$ cat config.mk
export PLATFORM = sky130hd
export DESIGN_NAME = adj_tick_clock
export DESIGN_NICKNAME = d
export VERILOG_FILES = /design/src/rtl/tclk_pkg.sv /design/src/rtl/tclk_regs.sv /design/src/rtl/tclk_tick_gen.sv /design/src/rtl/tclk_rtc_div.sv /design/src/rtl/tclk_accum.sv /design/src/rtl/adj_tick_clock.sv
export SDC_FILE = /design/constraint.sdc
export NUM_CORES = 1
export LEC_CHECK = 0
export ABC_CLOCK_PERIOD_IN_PS = 5250
export BUFFER_PORTS_ARGS = -buffer_cell sky130_fd_sc_hd__buf_2
export CELL_PAD_IN_SITES_DETAIL_PLACEMENT = 0
export CELL_PAD_IN_SITES_GLOBAL_PLACEMENT = 1
export CORE_MARGIN = 2
export CORE_UTILIZATION = 46
export CTS_BUF_LIST = sky130_fd_sc_hd__clkbuf_4 sky130_fd_sc_hd__clkbuf_8
export DETAILED_ROUTE_END_ITERATION = 7
export PLACE_DENSITY = 0.82
export SKIP_LAST_GASP = 1
export SYNTH_ARGS = -nofsm -noshare
export SYNTH_HDL_FRONTEND = slang
export SYNTH_SLANG_ARGS = --single-unit
export TNS_END_PERCENT = 100
$ cat constraint.sdc
create_clock -name clk -period 5.25 [get_ports clk]
set_input_delay 0.525 -clock clk [delete_from_list [all_inputs] [get_ports clk]]
set_output_delay 0.525 -clock clk [all_outputs]
set_load 0.05 [all_outputs]
$ cat src/rtl/tclk_pkg.sv
package tclk_pkg;
  typedef enum logic [1:0] {
    SEL_TIME   = 2'd0,
    SEL_STEP   = 2'd1,
    SEL_TRIM   = 2'd2,
    SEL_PERIOD = 2'd3
  } tclk_sel_e;
endpackage

$ cat src/rtl/tclk_regs.sv
module tclk_regs
  import tclk_pkg::*;
#(
  parameter int TIME_W     = 48,
  parameter int STEP_W     = 32,
  parameter int TRIM_W     = 16,
  parameter int PER_W      = 24,
  parameter int DEF_PERIOD = 50000
) (
  input  logic              clk,
  input  logic              rst_n,
  input  logic              wr_en,
  input  logic [1:0]        wr_addr,
  input  logic [TIME_W-1:0] wr_data,
  output logic [STEP_W-1:0] step_q,
  output logic [TRIM_W-1:0] trim_q,
  output logic [PER_W-1:0]  period_q,
  output logic              time_wr
);
  logic step_wr, trim_wr, per_wr;
  logic unused_hi;

  assign time_wr   = wr_en && (tclk_sel_e'(wr_addr) == SEL_TIME);
  assign step_wr   = wr_en && (tclk_sel_e'(wr_addr) == SEL_STEP);
  assign trim_wr   = wr_en && (tclk_sel_e'(wr_addr) == SEL_TRIM);
  assign per_wr    = wr_en && (tclk_sel_e'(wr_addr) == SEL_PERIOD);
  assign unused_hi = ^wr_data[TIME_W-1:STEP_W];

  always_ff @(posedge clk) begin
    if (!rst_n) begin
      step_q   <= '0;
      trim_q   <= '0;
      period_q <= PER_W'(DEF_PERIOD);
    end else begin
      if (step_wr) step_q   <= wr_data[STEP_W-1:0];
      if (trim_wr) trim_q   <= wr_data[TRIM_W-1:0];
      if (per_wr)  period_q <= wr_data[PER_W-1:0];
    end
  end

  // written values appear only after the edge
  a_r8_step_load: assert property (@(posedge clk) disable iff (!rst_n)
    step_wr |=> step_q == $past(wr_data[STEP_W-1:0]));
  a_r8_trim_hold: assert property (@(posedge clk) disable iff (!rst_n)
    !trim_wr |=> $stable(trim_q));
endmodule

$ cat src/rtl/tclk_tick_gen.sv
module tclk_tick_gen #(
  parameter int PER_W = 24
) (
  input  logic             clk,
  input  logic             rst_n,
  input  logic             run,
  input  logic             restart,
  input  logic [PER_W-1:0] period,
  output logic             tick
);
  localparam logic [PER_W-1:0] ONE = PER_W'(1);
  logic [PER_W-1:0] cnt;
  logic [PER_W-1:0] lim;

  assign lim  = (period == '0) ? ONE : period;
  assign tick = run && (cnt >= lim - ONE);

  always_ff @(posedge clk) begin
    if (!rst_n)       cnt <= '0;
    else if (restart) cnt <= '0;
    else if (run)     cnt <= tick ? '0 : cnt + ONE;
  end

  a_r9_no_tick_idle: assert property (@(posedge clk) disable iff (!rst_n)
    !run |-> !tick);
  a_r2_single_pulse: assert property (@(posedge clk) disable iff (!rst_n)
    (tick && !restart && period > ONE) |=> (!tick || period <= ONE));
  a_r6_restart_clear: assert property (@(posedge clk) disable iff (!rst_n)
    (restart && period > ONE) |=> !tick);
endmodule

$ cat src/rtl/tclk_rtc_div.sv
module tclk_rtc_div #(
  parameter int DIV_W = 15,
  parameter int SEC_W = 32
) (
  input  logic             clk,
  input  logic             rst_n,
  input  logic             rtc_en,
  output logic [SEC_W-1:0] sec
);
  logic [DIV_W-1:0] div;
  logic             wrap;

  assign wrap = rtc_en && (&div);

  always_ff @(posedge clk) begin
    if (!rst_n) begin
      div <= '0;
      sec <= '0;
    end else if (rtc_en) begin
      div <= div + DIV_W'(1);
      if (wrap) sec <= sec + SEC_W'(1);
    end
  end

  a_r5_sec_step: assert property (@(posedge clk) disable iff (!rst_n)
    wrap |=> sec == $past(sec) + SEC_W'(1));
  a_r5_sec_hold: assert property (@(posedge clk) disable iff (!rst_n)
    !wrap |=> $stable(sec));
endmodule

$ cat src/rtl/tclk_accum.sv
module tclk_accum #(
  parameter int TIME_W = 48,
  parameter int STEP_W = 32,
  parameter int TRIM_W = 16,
  parameter int SEC_W  = 32
) (
  input  logic              clk,
  input  logic              rst_n,
  input  logic              start,
  input  logic              time_wr,
  input  logic [TIME_W-1:0] wr_val,
  input  logic              tick,
  input  logic [STEP_W-1:0] step,
  input  logic [TRIM_W-1:0] trim,
  input  logic [SEC_W-1:0]  sec,
  output logic [TIME_W-1:0] time_q,
  output logic              running
);
  localparam int FRAC_W = TIME_W - SEC_W;

  function automatic logic [TIME_W-1:0] step_amount(
    input logic [STEP_W-1:0] s, input logic [TRIM_W-1:0] t);
    return {{(TIME_W-STEP_W){1'b0}}, s} + {{(TIME_W-TRIM_W){t[TRIM_W-1]}}, t};
  endfunction

  function automatic logic [TIME_W-1:0] boot_value(input logic [SEC_W-1:0] s);
    return {s, {FRAC_W{1'b0}}};
  endfunction

  logic do_tick;
  assign do_tick = tick && !start && !time_wr;

  always_ff @(posedge clk) begin
    if (!rst_n) begin
      time_q  <= '0;
      running <= 1'b0;
    end else begin
      if (start) begin
        time_q  <= boot_value(sec);
        running <= 1'b1;
      end else if (time_wr) begin
        time_q <= wr_val;
      end else if (do_tick) begin
        time_q <= time_q + step_amount(step, trim);
      end
    end
  end

  a_r3_tick_add: assert property (@(posedge clk) disable iff (!rst_n)
    do_tick |=> time_q == $past(time_q) + step_amount($past(step), $past(trim)));
  a_r4_hold: assert property (@(posedge clk) disable iff (!rst_n)
    (!tick && !start && !time_wr) |=> $stable(time_q));
  a_r6_boot: assert property (@(posedge clk) disable iff (!rst_n)
    start |=> (time_q[FRAC_W-1:0] == '0) && (time_q[TIME_W-1:FRAC_W] == $past(sec)) && running);
  a_r7_write_wins: assert property (@(posedge clk) disable iff (!rst_n)
    (time_wr && !start) |=> time_q == $past(wr_val));
endmodule

$ cat src/rtl/adj_tick_clock.sv
module adj_tick_clock
  import tclk_pkg::*;
#(
  parameter int TIME_W     = 48,
  parameter int STEP_W     = 32,
  parameter int TRIM_W     = 16,
  parameter int PER_W      = 24,
  parameter int DIV_W      = 15,
  parameter int DEF_PERIOD = 50000
) (
  input  logic              clk,
  input  logic              rst_n,
  input  logic              rtc_en,
  input  logic              start,
  input  logic              wr_en,
  input  logic [1:0]        wr_addr,
  input  logic [TIME_W-1:0] wr_data,
  output logic [TIME_W-1:0] time_o,
  output logic              tick_o,
  output logic [31:0]       rtc_sec_o,
  output logic              running_o
);
  localparam int SEC_W = 32;

  logic [STEP_W-1:0] step_q;
  logic [TRIM_W-1:0] trim_q;
  logic [PER_W-1:0]  period_q;
  logic              time_wr;
  logic              tick_w;
  logic [SEC_W-1:0]  sec_w;

  tclk_regs #(.TIME_W(TIME_W), .STEP_W(STEP_W), .TRIM_W(TRIM_W),
              .PER_W(PER_W), .DEF_PERIOD(DEF_PERIOD)) u_regs (
    .clk(clk), .rst_n(rst_n), .wr_en(wr_en), .wr_addr(wr_addr),
    .wr_data(wr_data), .step_q(step_q), .trim_q(trim_q),
    .period_q(period_q), .time_wr(time_wr));

  tclk_tick_gen #(.PER_W(PER_W)) u_tick (
    .clk(clk), .rst_n(rst_n), .run(running_o), .restart(start),
    .period(period_q), .tick(tick_w));

  tclk_rtc_div #(.DIV_W(DIV_W), .SEC_W(SEC_W)) u_rtc (
    .clk(clk), .rst_n(rst_n), .rtc_en(rtc_en), .sec(sec_w));

  tclk_accum #(.TIME_W(TIME_W), .STEP_W(STEP_W), .TRIM_W(TRIM_W),
               .SEC_W(SEC_W)) u_acc (
    .clk(clk), .rst_n(rst_n), .start(start), .time_wr(time_wr),
    .wr_val(wr_data), .tick(tick_w), .step(step_q), .trim(trim_q),
    .sec(sec_w), .time_q(time_o), .running(running_o));

  assign tick_o    = tick_w;
  assign rtc_sec_o = sec_w;

  // quiet outputs right after reset
  a_r1_reset_quiet: assert property (@(posedge clk)
    !rst_n |=> (time_o == '0) && !running_o && !tick_o);
endmodule

==> flow_metrics.py, run 1 <==
metrics = {
    "floorplan": {
        "chipWidth_um": 175,
        "floorplan.core_area_mm2": 0.0288,
        "start_util_pct": 46.8,
        "ioPinCount": 137,
        "std_cell_rows": 62,
        "die_height_um": 175,
        "floorplan.die_area_mm2": 0.0306,
    },
    "logic_synthesis": {
        "yosysWarningCount": 0,
        "syn_avg_cell_area_um2": 7.81,
        "syn_inst": 1723,
        "post_synth_main_area_contributors": "dfxtp_1, ha_1, nand2_1",
        "synth_nets": 1888,
        "synth-main-ff-cell": "dfxtp_1",
        "synth_largest_area_cell": "dfxtp_1",
        "post_synth_instance_area_mm2": 0.0135,
        "netlist-cell-type-count": 79,
        "synth_top_area_share_pct": 28.6,
        "synth_edf_count": 0,
        "synthArstFlopShare_pct": 0,
        "yosysSeqAreaShare_pct": 28.6,
        "ys_ff_latch": 192,
    },
    "sta": {
        "report.final.setup_viol": 0,
        "grt_setup_unrepaired": "yes",
        "worst_slew_pin_slew_ns": 0.939,
        "fin_worst_skew_ns": 0.0195,
        "slew_headroom_pct": 37.2,
        "final-hold-violation-count": 0,
        "timing.fmax_mhz": 200,
        "setup_ws_post_layout_ns": 0.245,
        "period_needed_ns": 5.01,
        "timing.setup.tns_ns": 0,
        "period_utilisation_layout_pct": 95.3,
        "final_max_slew_viol_count": 0,
        "finalHoldWorstSlack_ns": 0.314,
    },
    "route": {
        "dr_total_vias": 12900,
        "post_drt_via_cell_ratio": 5.72,
        "detail_route.iter0.violations": 778,
        "postRouteWirelength_mm": 40.9,
        "firstDrtPassIters": 5,
        "drt.antenna.violating_nets": 0,
        "wire_per_inst_um": 18.1,
        "drc": 0,
    },
    "critical_path": {
        "crit_path_max_fanout": 12,
        "critical_path.endpoint_type": "register",
        "ff2ff_path_depth": 21,
        "worstReg2RegStart": "u_regs.step_q[8]",
        "worstSetupPathType": "register to register",
        "setup.worst_path.start_class": "register",
        "r2r_setup_slack_ns": 0.24,
        "worstReg2RegEnd": "u_acc.time_q[44]",
        "worst_ep_arrival_time_ns": 5.44,
        "worst_ep_required_time_ns": 5.69,
    },
    "final_layout": {
        "diodes": 0,
        "finalInstanceArea_mm2": 0.0155,
        "area_growth_syn_to_layout_pct": 14.8,
        "fin_nets": 2024,
        "post_route_cells_drive_above_1_share_pct": 15.7,
        "filler_cell_count": 2787,
    },
    "global_route": {
        "grt_overall_usage_pct": 26.3,
        "global_route.overflow_total": 0,
        "number_of_global_route_vias_before_repair": 12188,
        "grt_start_max_net_pins": 69,
        "grt_antenna_before_repair": 1,
        "grt_pass1_wl_mm": 64.5,
    },
    "worst_hold_path": {
        "hp-start": "wr_data[16]",
        "worstHoldPathCells": 3,
        "timing.hold.worst_endpoint": "u_regs.period_q[16]",
        "worstHoldPathType": "primary input to register",
    },
    "clocking": {
        "ctsRootBufferMaster": "clkbuf_8",
        "clock_sink_count": 192,
        "worstSkewPairLatency_ns": 0.50,
        "clock_pin_slew_on_the_worst_setup_and_hold_paths_ns": 0.12,
        "cts_inserted_buffers": 17,
        "tritoncts_clock_tree": "built",
        "cts_h_tree_depth": 4,
        "ctsLongestPathBuffers": 2,
    },
    "power_and_ir_drop": {
        "largest_vdd_supply_drop_uv": 172,
        "p_per_area_mw_per_mm2": 206,
        "leakagePower_nw": 6.68,
    },
    "run": {
        "timing.max_cap.violations": 0,
    },
    "place": {
        "globalplace.congestion": 0.929,
        "io_buffers": 136,
        "pre_cts_slack_ns": -0.0164,
        "dpl.hpwl_mm": 30.8,
        "placed_area_mm2": 0.0147,
    },
    "run_status": {
        "run_status": "finished clean",
    },
}
==> per-layer routing <==
layer	routed length [um]	global-route usage, %
met1	19100	36.0
met2	18700	42.8
met3	2080	3.50
met4	1050	8.30
met5	11	0
==> area by class of cell <==
type / instances / area (um2) / area share, %
Sequential cell: 192 / 3850 / 24.9
Clock buffer: 17 / 234 / 1.51
Tap cell: 384 / 480 / 3.11
Timing Repair Buffer: 198 / 1190 / 7.72
Multi-Input combinational cell: 1401 / 9340 / 60.4
Clock inverter: 14 / 170 / 1.10
Inverter: 49 / 184 / 1.19
==> critical path: stages (launching register included) <==
cell,delay [ns]
dfxtp_1,0.33
ha_1,0.40
o2111ai_1,0.17
o221ai_1,0.23
a31oi_2,0.08
o31a_1,0.36
o31ai_4,0.39
a41o_1,0.26
o41ai_1,0.08
or3_4,0.45
buf_4,0.17
ha_1,0.28
a21o_1,0.15
a21o_1,0.12
a21o_1,0.15
a21o_1,0.12
a21oi_1,0.05
o21ai_0,0.34
nor3_1,0.10
or3_1,0.31
a41oi_1,0.23
o2bb2ai_1,0.14
==> through the flow <==
step | power (mW) | std cells | util [%]
after floorplan | 1.95 | 1723 | -
after global placement | 2.14 | 2203 | 50.9
after detailed placement | 2.14 | 2203 | 50.9
after CTS | 3.19 | 2235 | 52.4
after global routing | 3.33 | 2255 | 53.7
final | 3.19 | 2255 | 53.7
==> power breakdown <==
group	switching [mW]	leakage (nW)	internal, mW	total, mW
combinational	0.387	4.92	0.216	0.603
sequential	0.0431	1.56	1.49	1.54
clock	0.608	0.207	0.440	1.05
==> synthesized netlist by cell type (10+ instances only) <==
| cell type | count |
|---|---|
| a21o_1 | 58 |
| nand2_1 | 279 |
| and2_1 | 45 |
| nor2b_1 | 10 |
| clkbuf_1 | 77 |
| a211oi_1 | 28 |
| nor3_1 | 23 |
| xor2_1 | 47 |
| o21ai_0 | 60 |
| dfxtp_1 | 192 |
| o21bai_1 | 17 |
| nor2_1 | 122 |
| nand2b_1 | 11 |
| a21oi_1 | 115 |
| o211ai_1 | 22 |
| xnor2_1 | 97 |
| nand4_1 | 31 |
| a21boi_0 | 76 |
| nand3_1 | 47 |
| ha_1 | 108 |
| or3_1 | 17 |
| mux2i_1 | 23 |
| inv_1 | 48 |
| and3_1 | 21 |
==> flip-flops by register name (all words and copies together) (netlist names) <==
name / cells
u_tick.cnt: 24
u_regs.trim_q: 16
u_acc.running: 1
u_acc.time_q: 48
u_rtc.sec: 32
u_regs.step_q: 32
u_regs.period_q: 24
u_rtc.div: 15
==> placed cells by master, fill, tap and decap left out, drive strengths merged, types with 31 or more instances in the layout <==
cell / count
nand2: 280
buf: 197
dfxtp: 192
nor2: 124
a21oi: 115
ha: 108
xnor2: 97
a21boi: 79
o21ai: 68
a21o: 58
inv: 58
nand3: 48
xor2: 47
and2: 45
nand4: 31
==> logic make-up (layout without fill, tap and decap cells) <==
logic type	Yosys count	after routing	share of synthesized area (%)
AO/OA/AOI/OAI	479	479	24.0
XOR/XNOR	144	144	9.37
adder cells (fa/ha/maj)	110	110	10.3
buffers and inverters	130	278	3.65
flip-flops	192	192	28.6
multiplexers	23	23	1.71
AND/OR/NAND/NOR	645	645	22.3
==> how the worst max path moves through the flow <==
stage          slack (ns)           startpoint               end  depth (start not counted)
2_1_floorplan        0.52    u_regs.trim_q[15]  u_acc.time_q[45]                         21
3_3_place_gp         0.14     u_regs.step_q[0]  u_acc.time_q[47]                         23
3_5_place_dp        -0.02     u_regs.step_q[0]  u_acc.time_q[45]                         23
4_1_cts            -0.008  u_regs.period_q[13]            tick_o                         21
5_1_grt             -0.04  u_regs.period_q[15]            tick_o                         21
6_report             0.24     u_regs.step_q[8]  u_acc.time_q[44]                         21
==> timing repair <==
action / CTS / global route
hold buffers: 0 / 0
buffers inserted: 1 / 19
gates resized for setup: 6 / 52
setup endpoints to repair: 3 / 28
gates cloned: 0 / 1
pin swaps: 2 / 29
Power figures use the tool's default switching activity.
==> inputs of run 2 (changes only) <==
RECOVER_POWER = 50   (was not set)
==> run 2 against run 1 <==
  * The run now ends with max-capacitance violations, max-slew violations left
  * Cell count unchanged
  * Die area unchanged
  * Global-route usage unchanged
  * Non-clock buffer count unchanged
  * Critical path type unchanged
  * Largest power group unchanged
==> flow_metrics.py, run 2 (same netlist as run 1, synthesis figures left out) <==
metrics = {
    "final_layout": {
        "reg_top3": "u_acc.time_q: 48 flops, u_regs.step_q: 32 flops, u_rtc.sec: 32 flops",
        "fin_nets": 2024,
        "largest_register": "u_acc.time_q",
        "layout.cells.most_common_list": "nand2_1, dfxtp_1, nor2_1, a21oi_1, ha_1",
        "final_common_cell": "nand2_1",
        "largest_register_ffs": 48,
        "finalInstanceArea_mm2": 0.0153,
        "filler_cell_count": 2825,
        "area_growth_syn_to_layout_pct": 14.0,
        "diodes": 0,
        "post_route_cells_drive_above_1_share_pct": 11.5,
    },
    "global_route": {
        "grt_antenna_before_repair": 1,
        "number_of_global_route_vias_before_repair": 12188,
        "grt_util_met1_pct": 36.0,
        "grt_start_max_net_pins": 69,
        "grt_util_met3_pct": 3.50,
        "grt_met2_usage_pct": 42.8,
        "grt_overall_usage_pct": 26.3,
        "grt_pass1_wl_mm": 64.5,
        "global_route.overflow_total": 0,
        "grt-busiest-layer": "met2",
    },
    "power_and_ir_drop": {
        "p_clk_share_pct": 32.9,
        "sequentialPowerShare_pct": 48.3,
        "largest_vdd_supply_drop_uv": 174,
        "p_per_area_mw_per_mm2": 208,
        "switching_power_mw": 1.04,
        "comb_power_share_pct": 18.8,
        "leakagePower_nw": 6.35,
        "cell_internal_pwr_mw": 2.15,
        "switching_share_pct": 32.6,
    },
    "place": {
        "pre_cts_slack_ns": -0.0164,
        "globalplace.congestion": 0.929,
        "dpl.hpwl_mm": 30.8,
        "io_buffers": 136,
        "placed_area_mm2": 0.0147,
    },
    "sta": {
        "slew_headroom_pct": -74.9,
        "grt_setup_unrepaired": "yes",
        "fin_worst_skew_ns": 0.0185,
        "report.final.setup_viol": 0,
        "final-hold-violation-count": 0,
        "period_utilisation_layout_pct": 95.3,
        "final_max_slew_viol_count": 64,
        "worst_slew_pin_slew_ns": 2.62,
        "period_needed_ns": 5.00,
        "setup_ws_post_layout_ns": 0.246,
        "timing.fmax_mhz": 200,
    },
    "floorplan": {
        "start_util_pct": 46.8,
        "chipWidth_um": 175,
        "floorplan.die_area_mm2": 0.0306,
        "std_cell_rows": 62,
        "die_height_um": 175,
        "floorplan.core_area_mm2": 0.0288,
        "ioPinCount": 137,
    },
    "run_status": {
        "run_status": "complete, but fails checks",
        "violations": "max-capacitance violations, max-slew violations",
    },
    "clocking": {
        "ctsRootBufferMaster": "clkbuf_8",
        "worstSkewPairLatency_ns": 0.50,
        "tritoncts_clock_tree": "built",
        "cts_h_tree_depth": 4,
        "ctsLongestPathBuffers": 2,
        "cts_hold_repair.buffers": 0,
        "clock_sink_count": 192,
        "clock_pin_slew_on_the_worst_setup_and_hold_paths_ns": 0.12,
        "cts_inserted_buffers": 17,
    },
    "critical_path": {
        "worst_ep_required_time_ns": 5.68,
        "worst_ep_arrival_time_ns": 5.44,
        "crit_path_max_fanout": 12,
        "critical_path.endpoint_type": "register",
        "setup.worst_path.start_class": "register",
        "worstSetupPathType": "register to register",
    },
    "route": {
        "detail_route.iter0.violations": 802,
        "dr_total_vias": 12936,
        "post_drt_via_cell_ratio": 5.74,
        "drc": 0,
        "wire_per_inst_um": 18.2,
        "firstDrtPassIters": 5,
        "drt.antenna.violating_nets": 0,
        "postRouteWirelength_mm": 41.0,
    },
    "run": {
        "timing.max_cap.violations": 1,
    },
    "worst_hold_path": {
        "worstHoldPathType": "primary input to register",
    },
}
## run 2: cell count changes in the layout (fill, tap and decap cells not counted), sizes merged
cell / previous run / this run
clkbuf: 18 / 96
buf: 197 / 119
## run 2: area by class of cell
type / instances / area [um2] / share of cell area (%)
multi-input cells: 1401 / 9340 / 60.8
flip-flops and latches: 192 / 3850 / 25.1
repair buffers: 198 / 1090 / 7.10
well taps: 384 / 480 / 3.13
clock buffers: 17 / 234 / 1.52
inverters: 49 / 184 / 1.20
clock inverters: 14 / 170 / 1.11
## run 2: repair_timing
action                                 in CTS  in global routing
gates cloned                                0                  1
setup endpoints to repair                   3                 28
buffers inserted                            1                 19
pin swaps                                   2                 29
endpoints found under the hold margin       0                  0
resized for setup                           6                 52
## run 2: power groups by stage
| stage | Combinational, mW | Clock (mW) | Sequential [mW] |
|---|---|---|---|
| finish | 0.600 | 1.05 | 1.54 |
| CTS | 0.580 | 1.08 | 1.53 |
| global route | 0.652 | 1.13 | 1.54 |
| detailed placement | 0.577 | 0 | 1.57 |
| global placement | 0.569 | 0 | 1.57 |
| floorplan | 0.342 | 0 | 1.61 |
## run 2: worst paths after layout
check | to | startpoint | depth (start not counted) | slack (ns)
setup / recovery | u_acc.time_q[44] | u_regs.step_q[8] | 21 | 0.25
hold / removal | u_regs.step_q[29] | wr_data[29] | 3 | 0.32
setup reg to reg | u_acc.time_q[44] | u_regs.step_q[8] | 21 | 0.25
hold reg to reg | u_regs.step_q[30] | u_regs.step_q[30] | 2 | 0.48
## run 2: through the flow
step / setup TNS, ns / power (mW) / std cells / utilization (%) / hold slack, ns
after floorplan: 0 / 1.95 / 1723 / - / 0.447
after global placement: 0 / 2.14 / 2203 / 50.9 / 0.455
after detailed placement: -0.0164 / 2.14 / 2203 / 50.9 / 0.464
after CTS: -0.00770 / 3.19 / 2235 / 52.4 / 0.284
after global routing: -0.0451 / 3.32 / 2255 / 53.3 / 0.290
final: 0 / 3.19 / 2255 / 53.3 / 0.319
## run 2: metal layers
metal	wire, um	share of wire (%)
met2	18800	46
met4	1050	2.5
met1	19200	47
met5	11	0.027
met3	1920	4.7
## run 2: critical path, cell delays in order (launching register included)
cell and delay [ns]:
dfxtp_1 0.33, ha_1 0.40, o2111ai_1 0.17, o221ai_1 0.23
a31oi_2 0.08, o31a_1 0.36, o31ai_4 0.38, a41o_1 0.26
o41ai_1 0.08, or3_4 0.45, buf_4 0.18, ha_1 0.28
a21o_1 0.15, a21o_1 0.12, a21o_1 0.15, a21o_1 0.12
a21oi_1 0.06, o21ai_0 0.34, nor3_1 0.10, or3_1 0.31
a41oi_1 0.24, o2bb2ai_1 0.14
==> inputs of run 3 (changes only) <==
REMOVE_ABC_BUFFERS = 1   (was not set)
==> run 3 against run 2 <==
  * The flow still finishes with violations (max-capacitance violations, max-slew violations)
  * Worst setup slack lost 0.059 ns
  * Core utilization decreased by 0.29 points
  * Critical path depth rose by 3
  * Clock power about the same
  * Sequential share of layout area up 0.11 points
  * Clock skew grew 0.0034 ns
  * Routed wire length is 0.44% higher
==> flow_metrics.py, run 3 (same netlist as run 1, synthesis figures left out) <==
metrics = {
    "run_status": {
        "run_status": "complete, but fails checks",
        "violations": "max-capacitance violations, max-slew violations",
    },
    "critical_path": {
        "worst_ep_arrival_time_ns": 5.48,
        "setup.worst_path.start_class": "register",
        "r2r_setup_slack_ns": 0.19,
        "crit_path_cell_trace": "ha_2, inv_1, fa_2, nor2b_1, o21ai_1, a21boi_1, o211ai_1, a2111oi_2, a211oi_2, a211o_1, nand2_2, a41oi_1, xnor2_1, ha_1, a21o_1, a21o_1, a21o_1, nand2_1, nand2_1, a21o_1, a41o_1, mux2i_1, o211ai_1, nor3b_2",
        "cpMostUsedCell": "a21o_1",
        "worstReg2RegStart": "u_regs.trim_q[0]",
        "critical_path.endpoint_type": "register",
        "worstSetupPathType": "register to register",
        "crit_path_max_fanout": 4,
        "worst-path-buf-inv": 1,
        "worstReg2RegEnd": "u_acc.time_q[47]",
        "cp_top_family": "compound AO/OA/AOI/OAI gates",
        "ff2ff_path_depth": 24,
        "crit_cells": 24,
        "critical-path-max-stage-delay_ns": 0.41,
        "worst_path_max_delay_cell": "a2111oi_2",
        "worst_ep_required_time_ns": 5.67,
    },
    "global_route": {
        "grt-busiest-layer": "met2",
        "grt_overall_usage_pct": 26.6,
        "grt_antenna_before_repair": 1,
        "global_route.overflow_total": 0,
        "grt_util_met1_pct": 37.4,
        "grt_met2_usage_pct": 42.6,
        "number_of_global_route_vias_before_repair": 11941,
        "grt_start_max_net_pins": 77,
        "grt_util_met3_pct": 4.46,
        "grt_pass1_wl_mm": 65.0,
    },
    "power_and_ir_drop": {
        "switching_power_mw": 1.07,
        "comb_power_share_pct": 18.5,
        "switching_share_pct": 33.7,
        "leakagePower_nw": 6.40,
        "sequentialPowerShare_pct": 48.2,
        "cell_internal_pwr_mw": 2.11,
        "p_per_area_mw_per_mm2": 208,
        "p_clk_share_pct": 33.3,
        "total_power_mw": 3.18,
        "largest_vdd_supply_drop_uv": 231,
    },
    "sta": {
        "worst_slew_pin_slew_ns": 2.72,
        "report.final.setup_viol": 0,
        "fin_worst_skew_ns": 0.0219,
        "period_utilisation_layout_pct": 96.4,
        "final_max_slew_viol_count": 110,
        "finalHoldWorstSlack_ns": 0.251,
        "final-hold-violation-count": 0,
        "slew_headroom_pct": -81.2,
        "period_needed_ns": 5.06,
        "timing.setup.tns_ns": 0,
        "grt_setup_unrepaired": "yes",
        "timing.fmax_mhz": 197,
    },
    "place": {
        "io_buffers": 136,
        "dpl.hpwl_mm": 30.9,
        "placedCellCount": 2202,
        "placed_area_mm2": 0.0147,
        "globalplace.congestion": 0.920,
    },
    "route": {
        "postRouteWirelength_mm": 41.2,
        "dr_total_vias": 12827,
        "drc": 0,
        "drt.antenna.violating_nets": 0,
        "detail_route.iter0.violations": 971,
        "post_drt_via_cell_ratio": 5.72,
        "wire_per_inst_um": 18.3,
        "firstDrtPassIters": 5,
    },
    "final_layout": {
        "layout.cells.most_common_list": "nand2_1, dfxtp_1, nor2_1, a21oi_1, ha_1",
        "final_cells": 2244,
        "fin_nets": 2011,
        "reg_top3": "u_acc.time_q: 48 flops, u_regs.step_q: 32 flops, u_rtc.sec: 32 flops",
        "area_growth_syn_to_layout_pct": 13.4,
        "largest_register": "u_acc.time_q",
        "largest_register_ffs": 48,
        "final_common_cell": "nand2_1",
        "finalInstanceArea_mm2": 0.0153,
        "post_route_cells_drive_above_1_share_pct": 12.3,
    },
    "run": {
        "timing.max_cap.violations": 2,
    },
    "clocking": {
        "cts_inserted_buffers": 17,
        "cts_h_tree_depth": 4,
        "tritoncts_clock_tree": "built",
        "ctsRootBufferMaster": "clkbuf_8",
        "ctsLongestPathBuffers": 2,
        "clock_pin_slew_on_the_worst_setup_and_hold_paths_ns": 0.12,
        "worstSkewPairLatency_ns": 0.52,
        "clock_sink_count": 192,
    },
    "worst_hold_path": {
        "worstHoldPathCells": 3,
        "hp-start": "wr_data[34]",
        "worstHoldPathType": "primary input to register",
        "timing.hold.worst_endpoint": "u_acc.time_q[34]",
    },
    "floorplan": {
        "ioPinCount": 137,
        "floorplan.die_area_mm2": 0.0306,
        "start_util_pct": 46.8,
        "chipWidth_um": 175,
        "die_height_um": 175,
        "floorplan.core_area_mm2": 0.0288,
        "std_cell_rows": 62,
    },
}
## run 3: cell count changes in the layout (fill, tap and decap cells not counted), moves of 3 or more
cell      change
buf_2        +29
buf_4        -10
clkbuf_1     -30
ha_2          +3
inv_6         -3
inv_8         +6
## run 3: layout make-up
type	instances	area [um2]
Fill cell	2831	13500
Multi-Input combinational cell	1401	9320
Sequential cell	192	3850
Timing Repair Buffer	185	1020
Tap cell	384	480
Clock buffer	17	234
Inverter	49	184
Clock inverter	15	180
Antenna cell	1	2.50
## run 3: metrics by stage
step | setup WS (ns) | utilization [%]
2_1_floorplan | 0.288 | -
3_3_place_gp | 0.127 | 50.9
3_5_place_dp | 0.0268 | 50.9
4_1_cts | 0.00597 | 52.5
5_1_grt | -0.0214 | 53.0
6_report | 0.187 | 53.0
## run 3: how the worst max path moves through the flow
stage                        startpoint          endpoint  slack, ns
floorplan           u_regs.period_q[13]  u_acc.time_q[45]       0.29
global placement       u_regs.step_q[0]  u_acc.time_q[45]       0.13
detailed placement     u_regs.step_q[0]  u_acc.time_q[45]       0.03
CTS                    u_regs.step_q[0]  u_acc.time_q[45]      0.006
global route           u_regs.trim_q[0]  u_acc.time_q[45]      -0.02
finish                 u_regs.trim_q[0]  u_acc.time_q[47]       0.19
## run 3: power groups by stage
stage	registers, mW	clock network, mW	logic [mW]
3_3_place_gp	1.56	0	0.565
6_report	1.53	1.06	0.588
4_1_cts	1.53	1.08	0.573
2_1_floorplan	1.61	0	0.319
3_5_place_dp	1.57	0	0.569
5_1_grt	1.54	1.14	0.640
## run 3: worst register-to-register path: stages (launching register included)
cell and delay (ns):
dfxtp_1 0.36, ha_2 0.19, inv_1 0.05, fa_2 0.34, nor2b_1 0.12, o21ai_1 0.09
a21boi_1 0.18, o211ai_1 0.17, a2111oi_2 0.41, a211oi_2 0.14, a211o_1 0.40, nand2_2 0.14
a41oi_1 0.14, xnor2_1 0.24, ha_1 0.29, a21o_1 0.18, a21o_1 0.16, a21o_1 0.20
nand2_1 0.07, nand2_1 0.05, a21o_1 0.21, a41o_1 0.28, mux2i_1 0.26, o211ai_1 0.13
nor3b_2 0.16
## run 3: layer usage
metal,wire length [um],up-vias
li1,-,6377
met1,19800,6056
met2,18400,360
met3,2440,34
met4,456,0
met5,0,-
## run 3: repair_timing
action	in CTS	in global routing
gates resized for setup	8	42
setup buffers	2	7
gates cloned	0	0
hold buffers	0	0
setup endpoints to repair	2	27
pin swaps	3	19
